--- src/rtl/tsp_pkg.sv ---
package tsp_pkg;
  typedef struct packed {
    logic [2:0] chan;
    logic       mode8;
    logic       single;
    logic [1:0] pd;
  } cmd_t;

  localparam int CTRL_BITS = 7;  // bits after the start bit
endpackage

--- src/rtl/tsp_in_sync.sv ---
module tsp_in_sync #(
  parameter int STAGES = 2
) (
  input  logic clk_i,
  input  logic rst_ni,
  input  logic dclk_i,
  input  logic cs_ni,
  input  logic din_i,
  output logic rise_o,
  output logic fall_o,
  output logic cs_o,
  output logic din_o
);
  // bit order {dclk, cs_n, din}
  localparam logic [2:0] RST_VAL = 3'b010;

  logic [2:0] stg [STAGES];
  logic       dclk_d;

  for (genvar i = 0; i < STAGES; i++) begin : g_stg
    if (i == 0) begin : g_first
      always_ff @(posedge clk_i or negedge rst_ni)
        if (!rst_ni) stg[i] <= RST_VAL;
        else         stg[i] <= {dclk_i, cs_ni, din_i};
    end else begin : g_next
      always_ff @(posedge clk_i or negedge rst_ni)
        if (!rst_ni) stg[i] <= RST_VAL;
        else         stg[i] <= stg[i-1];
    end
  end

  always_ff @(posedge clk_i or negedge rst_ni)
    if (!rst_ni) dclk_d <= 1'b0;
    else         dclk_d <= stg[STAGES-1][2];

  assign rise_o = stg[STAGES-1][2] & ~dclk_d;
  assign fall_o = ~stg[STAGES-1][2] & dclk_d;
  assign cs_o   = stg[STAGES-1][1];
  assign din_o  = stg[STAGES-1][0];
endmodule

--- src/rtl/tsp_cmd_rx.sv ---
module tsp_cmd_rx
  import tsp_pkg::*;
#(
  parameter int RES_W    = 12,
  parameter int LOW_W    = 8,
  parameter int ACQ_CLKS = 3
) (
  input  logic clk_i,
  input  logic rst_ni,
  input  logic clr_i,
  input  logic rise_i,
  input  logic din_i,
  output cmd_t cmd_o,
  output logic cmd_done_o,
  output logic acq_go_o
);
  localparam int FRAME_HI = RES_W + 3;
  localparam int FRAME_LO = LOW_W + 3;
  localparam int CNT_W    = $clog2(FRAME_HI + 1);
  localparam int BIT_W    = $clog2(CTRL_BITS + 1);
  localparam logic [BIT_W-1:0] ACQ_AT  = BIT_W'(CTRL_BITS - ACQ_CLKS - 1);
  localparam logic [BIT_W-1:0] LAST_AT = BIT_W'(CTRL_BITS - 1);

  logic                 in_byte_q, idle_q;
  logic [BIT_W-1:0]     bit_cnt_q;
  logic [CTRL_BITS-2:0] sh_q;
  logic [CNT_W-1:0]     frame_cnt_q;
  logic                 can_start;

  assign can_start = idle_q ||
    (frame_cnt_q >= (cmd_o.mode8 ? CNT_W'(FRAME_LO) : CNT_W'(FRAME_HI)));

  always_ff @(posedge clk_i or negedge rst_ni) begin
    if (!rst_ni) begin
      in_byte_q   <= 1'b0;
      idle_q      <= 1'b1;
      bit_cnt_q   <= '0;
      sh_q        <= '0;
      frame_cnt_q <= '0;
      cmd_o       <= '0;
      cmd_done_o  <= 1'b0;
      acq_go_o    <= 1'b0;
    end else if (clr_i) begin
      in_byte_q   <= 1'b0;
      idle_q      <= 1'b1;
      bit_cnt_q   <= '0;
      frame_cnt_q <= '0;
      cmd_done_o  <= 1'b0;
      acq_go_o    <= 1'b0;
    end else begin
      cmd_done_o <= 1'b0;
      acq_go_o   <= 1'b0;
      if (rise_i) begin
        if (!in_byte_q) begin
          if (can_start && din_i) begin
            in_byte_q   <= 1'b1;
            idle_q      <= 1'b0;
            bit_cnt_q   <= '0;
            frame_cnt_q <= CNT_W'(1);
          end else if (frame_cnt_q < CNT_W'(FRAME_HI)) begin
            frame_cnt_q <= frame_cnt_q + 1'b1;
          end
        end else begin
          sh_q        <= {sh_q[CTRL_BITS-3:0], din_i};
          bit_cnt_q   <= bit_cnt_q + 1'b1;
          frame_cnt_q <= frame_cnt_q + 1'b1;
          if (bit_cnt_q == ACQ_AT) acq_go_o <= 1'b1;
          if (bit_cnt_q == LAST_AT) begin
            cmd_o      <= cmd_t'({sh_q, din_i});
            cmd_done_o <= 1'b1;
            in_byte_q  <= 1'b0;
          end
        end
      end
    end
  end
endmodule

--- src/rtl/tsp_result_tx.sv ---
module tsp_result_tx #(
  parameter int RES_W = 12,
  parameter int LOW_W = 8
) (
  input  logic             clk_i,
  input  logic             rst_ni,
  input  logic             clr_i,
  input  logic             fall_i,
  input  logic             acq_go_i,
  input  logic             cmd_done_i,
  input  logic             mode8_i,
  input  logic [RES_W-1:0] result_i,
  output logic             dout_o,
  output logic             busy_o,
  output logic             acq_o,
  output logic             conv_o
);
  localparam int CW = $clog2(RES_W + 1);

  logic             acq_pend_q, done_pend_q, load_pend_q, mode8_q;
  logic [RES_W-1:0] sh_q;
  logic [CW-1:0]    conv_cnt_q;

  always_ff @(posedge clk_i or negedge rst_ni) begin
    if (!rst_ni) begin
      acq_pend_q  <= 1'b0;
      done_pend_q <= 1'b0;
      load_pend_q <= 1'b0;
      mode8_q     <= 1'b0;
      sh_q        <= '0;
      conv_cnt_q  <= '0;
      busy_o      <= 1'b0;
      acq_o       <= 1'b0;
    end else if (clr_i) begin
      acq_pend_q  <= 1'b0;
      done_pend_q <= 1'b0;
      load_pend_q <= 1'b0;
      sh_q        <= '0;
      conv_cnt_q  <= '0;
      busy_o      <= 1'b0;
      acq_o       <= 1'b0;
    end else begin
      if (acq_go_i)   acq_pend_q  <= 1'b1;
      if (cmd_done_i) done_pend_q <= 1'b1;
      if (fall_i) begin
        if (acq_pend_q) begin
          acq_o      <= 1'b1;
          acq_pend_q <= 1'b0;
        end
        if (load_pend_q) begin
          busy_o      <= 1'b0;
          load_pend_q <= 1'b0;
          sh_q <= mode8_q ? {result_i[RES_W-1 -: LOW_W], {(RES_W-LOW_W){1'b0}}}
                          : result_i;
        end else begin
          sh_q <= {sh_q[RES_W-2:0], 1'b0};
        end
        if (done_pend_q) begin
          acq_o       <= 1'b0;
          busy_o      <= 1'b1;
          done_pend_q <= 1'b0;
          load_pend_q <= 1'b1;
          mode8_q     <= mode8_i;
          conv_cnt_q  <= mode8_i ? CW'(LOW_W) : CW'(RES_W);
        end else if (conv_cnt_q != '0) begin
          conv_cnt_q <= conv_cnt_q - 1'b1;
        end
      end
    end
  end

  assign dout_o = sh_q[RES_W-1];
  assign conv_o = (conv_cnt_q != '0);
endmodule

--- src/rtl/tsc_serial_port.sv ---
module tsc_serial_port
  import tsp_pkg::*;
#(
  parameter int RES_W       = 12,
  parameter int LOW_W       = 8,
  parameter int ACQ_CLKS    = 3,
  parameter int SYNC_STAGES = 2
) (
  input  logic             clk_i,
  input  logic             rst_ni,
  input  logic             cs_ni,
  input  logic             dclk_i,
  input  logic             din_i,
  input  logic [RES_W-1:0] result_i,
  output logic             dout_o,
  output logic             dout_oe_o,
  output logic             busy_o,
  output logic             busy_oe_o,
  output logic             acq_o,
  output logic             conv_o,
  output logic [2:0]       chan_o,
  output logic             mode8_o,
  output logic             single_o,
  output logic [1:0]       pd_o
);
  logic rise, fall, cs_s, din_s;
  logic cmd_done, acq_go;
  cmd_t cmd_q;

  tsp_in_sync #(.STAGES(SYNC_STAGES)) u_sync (
    .clk_i  (clk_i),
    .rst_ni (rst_ni),
    .dclk_i (dclk_i),
    .cs_ni  (cs_ni),
    .din_i  (din_i),
    .rise_o (rise),
    .fall_o (fall),
    .cs_o   (cs_s),
    .din_o  (din_s)
  );

  tsp_cmd_rx #(.RES_W(RES_W), .LOW_W(LOW_W), .ACQ_CLKS(ACQ_CLKS)) u_rx (
    .clk_i      (clk_i),
    .rst_ni     (rst_ni),
    .clr_i      (cs_s),
    .rise_i     (rise),
    .din_i      (din_s),
    .cmd_o      (cmd_q),
    .cmd_done_o (cmd_done),
    .acq_go_o   (acq_go)
  );

  tsp_result_tx #(.RES_W(RES_W), .LOW_W(LOW_W)) u_tx (
    .clk_i      (clk_i),
    .rst_ni     (rst_ni),
    .clr_i      (cs_s),
    .fall_i     (fall),
    .acq_go_i   (acq_go),
    .cmd_done_i (cmd_done),
    .mode8_i    (cmd_q.mode8),
    .result_i   (result_i),
    .dout_o     (dout_o),
    .busy_o     (busy_o),
    .acq_o      (acq_o),
    .conv_o     (conv_o)
  );

  assign dout_oe_o = ~cs_s;
  assign busy_oe_o = ~cs_s;
  assign chan_o    = cmd_q.chan;
  assign mode8_o   = cmd_q.mode8;
  assign single_o  = cmd_q.single;
  assign pd_o      = cmd_q.pd;
endmodule

--- config.mk ---
export PLATFORM = sky130hd
export DESIGN_NAME = tsc_serial_port
export DESIGN_NICKNAME = d
export VERILOG_FILES = /design/src/rtl/tsp_pkg.sv /design/src/rtl/tsp_in_sync.sv /design/src/rtl/tsp_cmd_rx.sv /design/src/rtl/tsp_result_tx.sv /design/src/rtl/tsc_serial_port.sv
export SDC_FILE = /design/constraint.sdc
export NUM_CORES = 1
export LEC_CHECK = 0
export ABC_AREA = 1
export BUFFER_PORTS_ARGS = -buffer_cell sky130_fd_sc_hd__buf_2
export CAP_MARGIN = 25
export CORE_UTILIZATION = 57
export CTS_BUF_LIST = sky130_fd_sc_hd__clkbuf_4 sky130_fd_sc_hd__clkbuf_8 sky130_fd_sc_hd__clkbuf_16
export DETAILED_ROUTE_END_ITERATION = 10
export GPL_TIMING_DRIVEN = 0
export PLACE_DENSITY = 0.84
export SYNTH_ARGS = -nofsm -noshare
export SYNTH_HDL_FRONTEND = slang
export SYNTH_SLANG_ARGS = --single-unit
--- constraint.sdc ---
create_clock -name clk_i -period 1.82 [get_ports clk_i]
set_clock_uncertainty 0.15 [all_clocks]
set_input_delay 0.273 -clock clk_i [delete_from_list [all_inputs] [get_ports clk_i]]
set_output_delay 0.273 -clock clk_i [all_outputs]
set_load 0.01 [all_outputs]
### Word level (Yosys, flattened, before mapping)

Index checks and enable logic that the tools add are counted.
W data, S select, Z words.

| storage, ports and cells | value |
|---|---|
| flip-flop bits (word level) | 53 |
| word-level logic and storage cells | 110 |

| operators by class | value |
|---|---|
| $add $sub $neg | 3 |
| $lt $le $gt $ge | 2 |
| equal/unequal tests | 3 |
| mux-type cells | 55 |
| bitwise operators | 5 |
| reductions and logical operators | 20 |

Operators by type and width:

| operator | count |
|---|---|
| $mux W4 | 10 |
| $mux W1 | 36 |
| $mux W12 | 3 |
| $mux W3 | 6 |
| $reduce_bool A3 Y1 | 4 |
| $reduce_and A2 Y1 | 5 |
| $reduce_and A3 Y1 | 3 |
| $reduce_bool A4 Y1 | 2 |
| $reduce_bool A2 Y1 | 3 |
| $add A4 B1 Y4 const B | 1 |
| $ge A4 B4 Y1 | 1 |
| $lt A4 B4 Y1 const B | 1 |
| $reduce_and A4 Y1 | 1 |
| $sub A4 B1 Y4 const B | 1 |
| $add A3 B1 Y3 const B | 1 |
| $eq A3 B2 Y1 const B | 1 |
| $eq A3 B3 Y1 const B | 1 |
| $not A1 Y1 | 3 |
| $and A1 B1 Y1 | 2 |
| $ne A2 B2 Y1 const B | 1 |
| $logic_and A1 B1 Y1 | 1 |
| $logic_or A1 B1 Y1 | 1 |

### Longest topological paths before layout

| depth | value |
|---|---|
| depth in word-level cells | 8 |
| depth in mapped cells | 9 |
| mapped depth without buffers | 9 |

### By module

Synthesis repeated with hierarchy kept, for this count alone.

| unflattened totals | value |
|---|---|
| cells, all modules | 257 |
| area total of the unflattened synthesis | 2,377.3 sq um |

By module, submodules not included:

| module | times used | cells each | area each (sq um) | sequential area each (sq um) |
|---|---|---|---|---|
| tsp_cmd_rx | 1 | 119 | 1,144.8 | 601.8 |
| tsp_result_tx | 1 | 125 | 1,028.5 | 550.5 |
| tsp_in_sync | 1 | 11 | 192.7 | 177.7 |
| tsc_serial_port | 1 | 2 | 11.3 | 0.0 |

### Least setup slack after synthesis

Ideal clock, no wire load.

| timing path | value |
|---|---|
| path kind | flip-flop to flip-flop |
| from | register u_rx.cmd_o[3] (netlist bit) |
| to | register u_rx.frame_cnt_q[0] |
| setup time | 0.117 ns |
| arrival time | 1.289 ns |
| required time | 1.553 ns |
| slack | 0.264 ns |
| cell stages (with the launch flop) | 10 |
| clock period less this slack | 1.556 ns |
| cells stage by stage | dfrtp_1 ha_1 nand3_1 nand3_1 nand2_1 nand2_1 nand2_1 nand2_1 nand2_1 nand2_1 |

| on the way | value |
|---|---|
| cells in the longest elaborated chain, start to end | 8 |
| elaborated cells between the ends (all ways) | 10 |
| those cells by class | order compare: 1; mux: 5; reduce/logical: 4 |

RTL lines:

| item | line | text |
|---|---|---|
| start, declared | tsp_cmd_rx.sv:13 | `output cmd_t cmd_o,` |
| start signal, assigned | tsp_cmd_rx.sv:69 | `cmd_o <= cmd_t'({sh_q, din_i});` |
| $mux W3 * | tsp_cmd_rx.sv:31 | `(frame_cnt_q >= (cmd_o.mode8 ? CNT_W'(FRAME_LO) : CNT_W'(FRAME_HI)));` |
| $ge A4 B4 Y1 * | tsp_cmd_rx.sv:31 |  |
| $logic_or A1 B1 Y1 * | tsp_cmd_rx.sv:30 | `assign can_start = idle_q \|\|` |
| $logic_and A1 B1 Y1 * | tsp_cmd_rx.sv:55 | `if (can_start && din_i) begin` |
| $mux W4 | tsp_cmd_rx.sv:55 |  |
| $mux W4 | tsp_cmd_rx.sv:54 | `if (!in_byte_q) begin` |
| $mux W4 | tsp_cmd_rx.sv:53 | `if (rise_i) begin` |
| $mux W4 | tsp_cmd_rx.sv:43 | `end else if (clr_i) begin` |
| end signal, assigned | tsp_cmd_rx.sv:61 | `frame_cnt_q <= frame_cnt_q + 1'b1;` |
| end signal, assigned | tsp_cmd_rx.sv:66 | `frame_cnt_q <= frame_cnt_q + 1'b1;` |
| end, declared | tsp_cmd_rx.sv:27 | `logic [CNT_W-1:0] frame_cnt_q;` |

Every way passes the cells marked *; elsewhere a longest branch is shown, timed or not. The select of a mux whose other input is x is not followed.
A chain may end at the register's enable or synchronous reset.

### Worst setup path after layout

| timing path | value |
|---|---|
| from | register u_sync.stg, in the netlist u_sync.cs_o |
| to | output port dout_oe_o |

| on the way | value |
|---|---|
| cells in the longest elaborated chain, start to end | 1 |

RTL lines:

| item | line | text |
|---|---|---|
| start, declared | tsp_in_sync.sv:17 | `logic [2:0] stg [STAGES];` |
| start signal, assigned by index | tsp_in_sync.sv:28 | `else stg[i] <= stg[i-1];` |
| $not A1 Y1 (no line) | - |  |
| end, declared | tsc_serial_port.sv:16 | `output logic dout_oe_o,` |

No other way between the ends.

==> run_results.csv <==
group,metric,value,unit
drt,remaining_drc_errors,0,
timing,slew_headroom,67.6,%
power,vdd.ir_drop.worst,0.541,mV
final_layout,layout_commonest_cell,"nand2_1",
clocking,clock_tree_root_buffer_cell,"clkbuf_8",
final_layout,area.growth.synth_to_final,16.3,%
final_layout,num-fill-cells,301,
worst_setup_path,reg2regPathDepth,9,
yosys,post_synth_instance_area,2380,sq um
power,power_leakage,1.44,nW
clocking,worst_setup_hold_path_clk_slew,0.10,ns
timing,transition_time_of_the_tightest_slew_check_pin,0.486,ns
clocking,cts-root-to-sink-buffers,2,
clocking,numClockSinks,53,
flow_run,max_cap_viol_count,0,
final_layout,nets,321,
timing,fin_crit_sh,95.4,%
drt,routed_wirelength,4.32,mm
floorplan,floorplan.die_area,4440,sq um
clocking,clk-insertion-delay-late,0.31,ns
power,power.density_cell_area,895,nW/um^2
yosys,synth.distinct_cells,26,
clocking,num_cts_buffers,5,
worst_setup_path,worst_r2r_end,"u_rx.frame_cnt_q[0]",
final_layout,final_layout_size_suffix_gt1_share,23.1,%
worst_setup_path,ordered_list_of_cells_on_the_worst_path,"buf_6 -> inv_8 -> buf_4 -> buf_2",
status,status,"completed",
global_route,globalRouteOverflowTotal,0,
worst_setup_path,worstSetupEndpointType,"output port",
global_route,grt_first_pass_wirelength,7.77,mm
worst_hold_path,type_of_the_tightest_min_delay_check,"input port to flop",
power,power.switching_fraction,26.7,%
global_route,via_count_of_the_first_global_routing_pass,1887,
worst_setup_path,critPathRequiredTime,1.40,ns
worst_setup_path,delay_of_the_slowest_critical_path_stage,0.54,ns
yosys,main_area_contributors_after_synthesis,"dfrtp_1, nand2_1, o21ai_0",
worst_setup_path,endpoint,"dout_oe_o",
placement,port_buffer_count,29,
worst_setup_path,crit_type,"flop to output port",
floorplan,core-area,4000,sq um
worst_setup_path,startpoint,"u_sync.cs_o",
worst_setup_path,crit_buf_inv,4,
timing,min_period,1.74,ns
yosys,synth_area_leader_cell,"dfrtp_1",
clocking,tritoncts,"yes",
yosys,ys_seq_area_share,55.8,%
timing,rsz0062_at_grt,"no",
power,p_switching,663,uW
floorplan,fp.dieH,66.7,um
power,pwr-share-comb,15.5,%
yosys,ys_seq_elements,53,
power,post_route_total_power,2.48,mW
timing,final-max-slew-violation-count,0,
drt,drt_iter0_drc,115,
timing,setup_viol_count_final,0,
global_route,grt_max_degree,34,
clocking,htree_levels,2,
power,power.share.sequential,52.2,%
drt,detail_route.first_pass.iterations,4,
yosys,post-synth-top-area-fraction,52.5,%
yosys,synthCells,257,
global_route,track_usage,23.4,%
drt,detailroute.via_count,1839,
worst_setup_path,start_kind,"flop",
power,power_internal,1.82,mW
yosys,synth.avg_cell_area,9.27,sq um
timing,finalHoldViolations,0,
floorplan,die_w,66.7,um
floorplan,rows,23,
floorplan,ios,30,
clocking,cts_setup_buffers,0,
final_layout,final-seq-area,1330,sq um
worst_setup_path,crit_path_dat,1.31,ns
worst_setup_path,ff2ff_setup_slack,0.18,ns
timing,maxClockFrequency,576,MHz
yosys,syn_nets,280,
final_layout,final_cell_mix,"nand2_1, dfrtp_1, o21ai_0",
worst_setup_path,reg2reg_from,"u_rx.frame_cnt_q[2]",
worst_setup_path,path_depth,4,
worst_setup_path,worstPathMaxFanout,10,
drt,dr_wl_cell,12.4,um
global_route,grt_antenna_before_repair,0,
timing,hold_ws,0.0948,ns
placement,dp_hpwl,3.12,mm
final_layout,multi_input_area,862,sq um
timing,setup_total_negative_slack,0,ns
worst_setup_path,timing.critical_path.max_delay_family,"flip-flops",
drt,antenna_violating_nets_post_route,0,
drt,route.detailed.vias_per_inst,5.27,
power,p_clk_share,32.2,%
placement,place_congestion,0.814,
yosys,yosysWarningCount,0,
floorplan,effective_utilization_at_floorplan,59.6,%
worst_setup_path,timing.critical_path.slowest_stage_cell,"dfstp_2",
final_layout,diodes,0,
what timing repair did:
action / 4_1_cts / 5_1_grt
resized for setup: 0 / 3
endpoints found under the hold margin: 23 / 0
setup endpoints to repair: 0 / 4
hold buffers: 4 / 0
power groups by stage:
stage	logic (mW)	clock network (mW)	registers (mW)
after floorplan	0.266	0	1.31
after global placement	0.359	0	1.32
after detailed placement	0.379	0	1.32
after CTS	0.391	0.812	1.30
after global routing	0.450	0.862	1.31
final	0.386	0.800	1.30
registers in the layout (all words and copies together) (netlist names), 3 cells and up:
name and count:
u_rx.cmd_o 7, u_tx.sh_q 12, u_tx.conv_cnt_q 4, u_rx.sh_q 6, u_sync.stg 4, u_rx.bit_cnt_q 3, u_rx.frame_cnt_q 4
how the worst min path moves through the flow:
stage	cells past startpoint	slack, ns	endpoint	from
after floorplan	0	-0.17	u_rx.acq_go_o	rst_ni
after global placement	0	0.18	u_sync.din_o	u_sync.stg[3]
after detailed placement	1	0.11	u_tx.sh_q[9]	rst_ni
after CTS	3	0.09	u_tx.sh_q[0]	result_i[0]
after global routing	3	0.1	u_tx.sh_q[0]	result_i[0]
final	3	0.09	u_tx.sh_q[0]	result_i[0]
metal layers:
layer | GRT usage (%) | wire length, um | vias to the layer above
li1 | - | - | 906
met1 | 25.6 | 1920 | 879
met2 | 42.9 | 2160 | 46
met3 | 6.16 | 182 | 8
met4 | 8.51 | 65 | 0
met5 | 0 | 0 | -
Yosys cell counts:
master,n
o32ai_2,1
o21ai_2,5
inv_1,34
nand4_1,1
xor2_1,1
a21oi_1,5
nand2_2,4
xnor2_1,2
buf_6,2
inv_2,2
nor2_1,13
nor2_8,2
a22o_1,1
ha_1,6
o21ai_0,35
nand3_1,17
dfrtp_1,50
inv_8,1
o22ai_1,6
buf_4,1
buf_2,4
nand2_4,1
nand2_1,58
nor2_2,1
dfstp_2,3
o21a_2,1
metrics by stage:
step	cells	setup WS, ns	utilization, %	cell area [sq um]
after global routing	349	0.0296	69.3	2770
after global placement	336	0.140	64.8	2590
after detailed placement	337	0.0983	65.3	2610
after floorplan	257	0.264	-	2380
final	349	0.0832	69.3	2770
after CTS	349	0.0726	69.2	2770
worst register-to-register path, cell delays in order (launching register included):
cell	delay (ns)
dfrtp_2	0.45
ha_1	0.28
nand3_1	0.08
nand3_1	0.11
nand2_1	0.10
nand2_1	0.06
nand2_2	0.10
nand2_2	0.09
nand2_1	0.07
nand2_1	0.05
layout make-up:
| type | instances | share of cell area, % |
|---|---|---|
| Sequential cell | 53 | 48.0 |
| Tap cell | 50 | 2.26 |
| Buffer | 7 | 1.81 |
| Multi-Input combinational cell | 160 | 31.1 |
| Timing Repair Buffer | 34 | 7.40 |
| Clock inverter | 3 | 1.67 |
| Clock buffer | 5 | 2.48 |
| Inverter | 37 | 5.28 |
logic make-up after synthesis:
logic type	share of synthesized area [%]
AOI/OAI and AO/OA	13.2
xor gates and xnor gates	1.10
adders and majority gates	3.15
buffers and inverters	8.24
DFF	55.8
and+or+nand+nor	18.5
Note: power is estimated with default switching activity, not from simulation.
